**src/rtl/bus_own_pkg.sv**
```systemverilog
package bus_own_pkg;

  typedef enum logic [1:0] {
    ST_OWN    = 2'd0,
    ST_HOLDAK = 2'd1,
    ST_BACKOF = 2'd2
  } ownState_t;

  typedef struct packed {
    logic accept;      // cycle start taken, capture its attributes
    logic abortSave;   // running cycle aborted, save it for replay
    logic abortFromIn; // aborted cycle started on this very edge
    logic fire;        // replay of saved cycle issued
  } dpStrobe_t;

endpackage

```
**src/rtl/bus_own_fsm.sv**
```systemverilog
module bus_own_fsm
  import bus_own_pkg::*;
(
  input  logic       clk,
  input  logic       rst,
  input  logic       holdReq,
  input  logic       addrHoldReq,
  input  logic       backoffReq,
  input  logic       cycStart,
  input  logic       rdy,
  input  logic       lockReq,
  input  logic       wbPending,
  output dpStrobe_t  strobe,
  output logic       addrOe,
  output logic       ctrlOe,
  output logic       holdAck,
  output logic       lockOut,
  output logic       abortCyc,
  output logic       restartCyc
);

  ownState_t stateQ, stateD;
  logic cycBusyQ, cycBusyD;
  logic pendQ, pendD;
  logic lockQ, gapQ;
  logic addrFloatQ;
  logic abortQ, restartQ;
  logic accept, abortNow, fire, holdOk;

  always_comb begin
    accept   = cycStart && (stateQ == ST_OWN) && !cycBusyQ && !pendQ;
    abortNow = backoffReq && (stateQ == ST_OWN) && (cycBusyQ || accept);
    fire     = !backoffReq && pendQ && !wbPending && !cycBusyQ && (stateQ != ST_HOLDAK);
    holdOk   = holdReq && !cycBusyQ && !accept && !lockQ && !lockReq && !pendQ;

    stateD = stateQ;
    if (backoffReq) begin
      stateD = ST_BACKOF;
    end else begin
      unique case (stateQ)
        ST_OWN:    if (holdOk) stateD = ST_HOLDAK;
        ST_HOLDAK: if (!holdReq) stateD = ST_OWN;
        ST_BACKOF: stateD = ST_OWN;
        default:   stateD = ST_OWN;
      endcase
    end

    if (backoffReq)            cycBusyD = 1'b0;
    else if (fire || accept)   cycBusyD = 1'b1;
    else if (cycBusyQ && rdy)  cycBusyD = 1'b0;
    else                       cycBusyD = cycBusyQ;

    if (abortNow)  pendD = 1'b1;
    else if (fire) pendD = 1'b0;
    else           pendD = pendQ;
  end

  always_ff @(posedge clk) begin
    if (rst) begin
      stateQ     <= ST_OWN;
      cycBusyQ   <= 1'b0;
      pendQ      <= 1'b0;
      lockQ      <= 1'b0;
      gapQ       <= 1'b0;
      addrFloatQ <= 1'b0;
      abortQ     <= 1'b0;
      restartQ   <= 1'b0;
    end else begin
      stateQ     <= stateD;
      cycBusyQ   <= cycBusyD;
      pendQ      <= pendD;
      lockQ      <= lockReq && !gapQ;
      gapQ       <= lockQ && !lockReq;
      addrFloatQ <= addrHoldReq;
      abortQ     <= abortNow;
      restartQ   <= fire;
    end
  end

  assign strobe.accept      = accept;
  assign strobe.abortSave   = abortNow;
  assign strobe.abortFromIn = abortNow && accept;
  assign strobe.fire        = fire;

  assign ctrlOe     = (stateQ == ST_OWN);
  assign addrOe     = (stateQ == ST_OWN) && !addrFloatQ;
  assign holdAck    = (stateQ == ST_HOLDAK);
  assign lockOut    = lockQ;
  assign abortCyc   = abortQ;
  assign restartCyc = restartQ;

  // acknowledge only granted from a quiet, unlocked bus
  a_r2_ack_after_idle: assert property (@(posedge clk) disable iff (rst)
    $rose(holdAck) |-> $past(!cycBusyQ && !lockQ));

  // backoff removes every driver on the next edge
  a_r6_backoff_floats: assert property (@(posedge clk) disable iff (rst)
    backoffReq |=> (!ctrlOe && !addrOe));

  // released hold drops acknowledge on the next edge
  a_r4_release: assert property (@(posedge clk) disable iff (rst)
    (holdAck && !holdReq && !backoffReq) |=> !holdAck);

  // one clear clock between locked sequences
  a_r9_lock_gap: assert property (@(posedge clk) disable iff (rst)
    $fell(lockOut) |=> !lockOut);

  // address-only hold leaves control drivers alone
  a_r5_addr_only: assert property (@(posedge clk) disable iff (rst)
    (addrHoldReq && ctrlOe && !backoffReq && !holdReq) |=> (!addrOe && ctrlOe));

  // no replay while a writeback is outstanding
  a_r8_wb_first: assert property (@(posedge clk) disable iff (rst)
    wbPending |=> !restartCyc);

endmodule

```
**src/rtl/bus_own_dp.sv**
```systemverilog
module bus_own_dp
  import bus_own_pkg::*;
#(
  parameter int ADDR_W = 29,
  parameter int BE_W   = 8
) (
  input  logic              clk,
  input  logic              rst,
  input  dpStrobe_t         strobe,
  input  logic [ADDR_W-1:0] cycAddr,
  input  logic [BE_W-1:0]   cycBe,
  input  logic              cycWrite,
  output logic [ADDR_W-1:0] restartAddr,
  output logic [BE_W-1:0]   restartBe,
  output logic              restartWrite
);

  localparam int REC_W = ADDR_W + BE_W + 1;

  logic [REC_W-1:0] inRec, curRec, savRec;

  assign inRec = {cycAddr, cycBe, cycWrite};

  always_ff @(posedge clk) begin
    if (rst) begin
      curRec <= '0;
      savRec <= '0;
    end else begin
      if (strobe.accept)    curRec <= inRec;
      else if (strobe.fire) curRec <= savRec;
      if (strobe.abortSave) savRec <= strobe.abortFromIn ? inRec : curRec;
    end
  end

  assign {restartAddr, restartBe, restartWrite} = savRec;

  // replay record is frozen while it is being replayed
  a_r7_rec_stable: assert property (@(posedge clk) disable iff (rst)
    (strobe.fire && !strobe.abortSave) |=> $stable(savRec));

endmodule

```
**src/rtl/bus_own_ctrl.sv**
```systemverilog
module bus_own_ctrl
  import bus_own_pkg::*;
#(
  parameter int ADDR_W = 29,
  parameter int BE_W   = 8
) (
  input  logic              clk,
  input  logic              rst,
  input  logic              holdReq,
  input  logic              addrHoldReq,
  input  logic              backoffReq,
  input  logic              cycStart,
  input  logic [ADDR_W-1:0] cycAddr,
  input  logic [BE_W-1:0]   cycBe,
  input  logic              cycWrite,
  input  logic              rdy,
  input  logic              lockReq,
  input  logic              wbPending,
  output logic              addrOe,
  output logic              ctrlOe,
  output logic              holdAck,
  output logic              lockOut,
  output logic              abortCyc,
  output logic              restartCyc,
  output logic [ADDR_W-1:0] restartAddr,
  output logic [BE_W-1:0]   restartBe,
  output logic              restartWrite
);

  dpStrobe_t strobe;

  bus_own_fsm u_fsm (
    .clk(clk), .rst(rst), .holdReq(holdReq), .addrHoldReq(addrHoldReq),
    .backoffReq(backoffReq), .cycStart(cycStart), .rdy(rdy),
    .lockReq(lockReq), .wbPending(wbPending), .strobe(strobe),
    .addrOe(addrOe), .ctrlOe(ctrlOe), .holdAck(holdAck), .lockOut(lockOut),
    .abortCyc(abortCyc), .restartCyc(restartCyc)
  );

  bus_own_dp #(.ADDR_W(ADDR_W), .BE_W(BE_W)) u_dp (
    .clk(clk), .rst(rst), .strobe(strobe), .cycAddr(cycAddr),
    .cycBe(cycBe), .cycWrite(cycWrite), .restartAddr(restartAddr),
    .restartBe(restartBe), .restartWrite(restartWrite)
  );

  // acknowledge and address drive never coexist
  a_r10_ack_floats_all: assert property (@(posedge clk) disable iff (rst)
    holdAck |-> (!addrOe && !ctrlOe));

endmodule

```
**config.mk**
```make
export PLATFORM = sky130hd
export DESIGN_NAME = bus_own_ctrl
export DESIGN_NICKNAME = d
export VERILOG_FILES = /design/src/rtl/bus_own_pkg.sv /design/src/rtl/bus_own_fsm.sv /design/src/rtl/bus_own_dp.sv /design/src/rtl/bus_own_ctrl.sv
export SDC_FILE = /design/constraint.sdc
export NUM_CORES = 1
export LEC_CHECK = 0
export ABC_AREA = 1
export BUFFER_PORTS_ARGS = -buffer_cell sky130_fd_sc_hd__buf_4
export CORE_MARGIN = 4
export CORE_UTILIZATION = 50
export CTS_BUF_LIST = sky130_fd_sc_hd__clkbuf_8 sky130_fd_sc_hd__clkbuf_16
export DETAILED_ROUTE_END_ITERATION = 16
export PLACE_DENSITY = 0.87
export SYNTH_ARGS = -nofsm -noshare
export SYNTH_HDL_FRONTEND = slang
export SYNTH_HIERARCHICAL = 1
export SYNTH_SLANG_ARGS = --single-unit
```
**constraint.sdc**
```tcl
create_clock -name clk -period 1.7 [get_ports clk]
set_clock_uncertainty 0.2 [all_clocks]
set_input_delay 0.34 -clock clk [delete_from_list [all_inputs] [get_ports clk]]
set_output_delay 0.34 -clock clk [all_outputs]
set_load 0.005 [all_outputs]
```
==> out/summary.txt <==
Root Buffer -> clkbuf_8
RSZ-0062 raised after global routing -> true
initial antenna violation count -> 0
WL per Instance -> 13.3 um
WP data required -> 1.16 ns
Reg2Reg Launch Point -> u_fsm/stateQ[1]$_SDFFE_PP0P_
Hold Path End -> u_fsm/stateQ[0]$_SDFFE_PP0P_
post-route cell area -> 5680 um2
fin. max-slew vios -> 0
post-synth net total -> 756
Psw -> 1.54 mW
ANT nets after route -> 0
CP Cell Sequence -> inv_4, nand2_4, buf_6, nor2_4, buf_6
vias post-DR -> 4478
gpl congestion -> 0.863
FF+latch count, synth -> 85
global-route wire length before repair -> 18500 um
Tightest Pin Transition -> 0.274 ns
number of global-route vias before repair -> 4200
M2 GR Usage -> 0.367
I/O Pins -> 91
endpoint class of the critical path -> output port
Routed Wire Length -> 12000 um
grt met3 use -> 0.0523
unique cell type count in the Yosys netlist -> 21
Via-to-Cell Ratio -> 4.96
Synth area leader -> dfxtp_1
CTS Buffer Depth -> 2
Starting Density -> 0.523
Total GRT Usage -> 0.220
Pleak -> 3.08 nW
Worst Path Max Fanout -> 2
Final Hold Vio Count -> 0
post-DP HPWL -> 7330 um
combinational fraction of design power -> 0.237
CTS sink count -> 85
yosys warns -> 6
max frequency -> 0.603 GHz
crit path launch type -> flop
Hold Crit Depth -> 3
final period utilization -> 0.975
total gr overflow -> 0
Critical Path Max Stage Delay -> 0.37 ns
clock network power share -> 0.297
CTS tree -> done
CP max-delay cell -> dfxtp_4
met1 Usage GRT -> 0.275
placed cell area -> 5200 um2
Sw Share -> 0.312
GRT busiest layer -> met2
peak supply drop -> 0.000576 V
min-delay src -> holdReq
fraction of layout cells with a size suffix above 1 -> 0.213
largest net degree at the start of global routing -> 41
Setup CP Type -> reg -> out
status -> finished, final reports clean
crit path DAT -> 1.12 ns
Seq/Total Area, Yosys -> 0.388
die height -> 102 um
count of endpoints failing setup in the final report -> 0
IO buf count -> 90
diodes inserted -> 0
Inserted Clock Buffers -> 9
worst reg2reg path depth -> 10
area of the mapped netlist -> 4380 um2
post-layout util -> 0.678
fill count -> 694
R2R setup slack -> 0.06 ns
DIE AREA -> 10300 um2
Worst-Skew Late Latency -> 0.36 ns
setup TNS -> 0 ns
final net count -> 840
H-tree depth -> 3
Initial DRC Count -> 332
Slew HR -> 0.817
chip width -> 102 um
share of the synthesized area in the top cell type -> 0.388
main area contributors after synthesis -> dfxtp_1 39%, nand2_1 17%, nor2_1 11%
# rows -> 33
Gate Count Post-Synth -> 709
most used cell, CP -> buf_6
Syn Area/Cell -> 6.18 um2
first-pass iteration count of the detailed router -> 5
part of the power in registers -> 0.466
reg-to-reg endpoint -> u_dp/savRec[14]$_SDFFE_PP0P_
Post-route DRC -> 0
Final min period -> 1.66 ns
PwrDens -> 868 nW/um2
CORE AREA -> 8380 um2
clk slew on worst S/H paths -> 0.08 ns
Max Cap Violations -> 0
P&R area growth vs syn -> 29.6%
Hold Crit Class -> in -> reg
Int Power -> 3.39 mW
worst max-delay path, delay by kind of cell, from the launching register on:
| kind | cells | cell delay, ns |
|---|---|---|
| flip-flops | 1 | 0.37 |
| buffers and inverters | 3 | 0.27 |
| AND/OR/NAND/NOR | 2 | 0.12 |
through the flow:
step | total power, mW | hold slack (ns) | setup slack, ns | cells
2_1_floorplan | 2.98 | 0.166 | 0.0381 | 709
3_3_place_gp | 3.34 | 0.174 | 0.0834 | 877
3_5_place_dp | 3.38 | 0.173 | 0.0292 | 877
4_1_cts | 4.83 | 0.00312 | 0.00652 | 895
5_1_grt | 5.21 | 0.00655 | -0.0359 | 903
6_report | 4.93 | 0.0126 | 0.0427 | 903
layout by cell type, fill, tap and decap left out:
| cell | count |
|---|---|
| nor3_1 | 36 |
| dfxtp_4 | 2 |
| or2_0 | 1 |
| nor3_2 | 2 |
| buf_6 | 5 |
| nand2_2 | 6 |
| dfxtp_1 | 83 |
| inv_4 | 1 |
| nand2_4 | 2 |
| clkinv_4 | 3 |
| dlygate4sd3_1 | 2 |
| nand4_4 | 1 |
| clkbuf_8 | 9 |
| nor2_1 | 125 |
| clkinvlp_4 | 1 |
| inv_1 | 121 |
| buf_12 | 13 |
| inv_6 | 1 |
| inv_2 | 8 |
| clkbuf_16 | 5 |
| nand3_2 | 3 |
| nand4_1 | 1 |
| nand2_1 | 191 |
| a21oi_1 | 29 |
| bufinv_16 | 1 |
| nand3_1 | 39 |
| nor2_4 | 4 |
| buf_4 | 92 |
| a21oi_2 | 10 |
| clkinv_8 | 1 |
state kept, by name (all words and copies together) (netlist names):
signal	count
u_dp/curRec	38
u_dp/savRec	38
u_fsm/abortCyc	1
u_fsm/addrFloatQ	1
u_fsm/cycBusyQ	1
u_fsm/gapQ	1
u_fsm/lockOut	1
u_fsm/pendQ	1
u_fsm/restartCyc	1
u_fsm/stateQ	2
synthesized netlist by cell type:
cell,count
nand2_1,197
nor2_2,1
inv_2,5
inv_1,125
buf_1,1
buf_6,6
nand4_1,1
nand3_2,2
nor2_4,1
nand4_4,1
buf_4,8
clkbuf_1,7
a21oi_2,10
dfxtp_1,85
nor3_1,38
a21oi_1,29
buf_2,22
nor2_1,127
nand3_1,40
or2_0,1
nand2_2,2
cell type report:
type / count / area [um2] / share of cell area
Tap cell: 105 / 131 / 0.0231
Sequential cell: 85 / 1710 / 0.301
Inverter: 130 / 503 / 0.0886
Clock inverter: 7 / 76.3 / 0.0134
Timing Repair Buffer: 117 / 1150 / 0.203
Clock buffer: 9 / 124 / 0.0218
Multi-Input combinational cell: 450 / 1980 / 0.349
power groups by stage:
stage | Sequential (mW) | Clock [mW] | Combinational, mW
3_3_place_gp | 2.33 | 0 | 1.01
3_5_place_dp | 2.33 | 0 | 1.05
4_1_cts | 2.29 | 1.48 | 1.07
6_report | 2.30 | 1.46 | 1.17
2_1_floorplan | 2.31 | 0 | 0.673
5_1_grt | 2.32 | 1.58 | 1.31
worst max path at each step:
stage | start | end | slack (ns) | cells after the start
floorplan | u_fsm/stateQ[0]$_SDFFE_PP0P_ | u_dp/savRec[10]$_SDFFE_PP0P_ | 0.04 | 11
finish | u_fsm/stateQ[1]$_SDFFE_PP0P_ | addrOe | 0.04 | 5
CTS | u_fsm/stateQ[1]$_SDFFE_PP0P_ | addrOe | 0.007 | 5
global placement | backoffReq | u_dp/curRec[14]$_SDFFE_PP0P_ | 0.08 | 8
detailed placement | backoffReq | u_dp/curRec[16]$_SDFFE_PP0P_ | 0.03 | 8
global route | u_fsm/stateQ[1]$_SDFFE_PP0P_ | u_dp/savRec[16]$_SDFFE_PP0P_ | -0.04 | 10
what timing repair did:
action | CTS | global route
gates resized for setup | 3 | 32
cloned | 0 | 6
hold endpoints to repair | 2 | 0
setup endpoints to repair | 1 | 44
pin swaps | 0 | 3
setup buffers | 0 | 2
hold buffers | 2 | 0
metal layers:
metal	part of all wire	up-vias	wire length [um]
met5	0	-	0
li1	-	2266	-
met3	0.083	24	991
met2	0.48	185	5740
met1	0.42	2003	5020
met4	0.021	0	249
cells by family (layout without fill, tap and decap cells):
| logic type | Yosys count | after routing | share of synthesized area |
|---|---|---|---|
| compound gates | 39 | 39 | 0.0531 |
| buf+inv | 174 | 263 | 0.173 |
| flops | 85 | 85 | 0.388 |
| simple gates | 411 | 411 | 0.386 |
(Power assumes the default switching activity.)
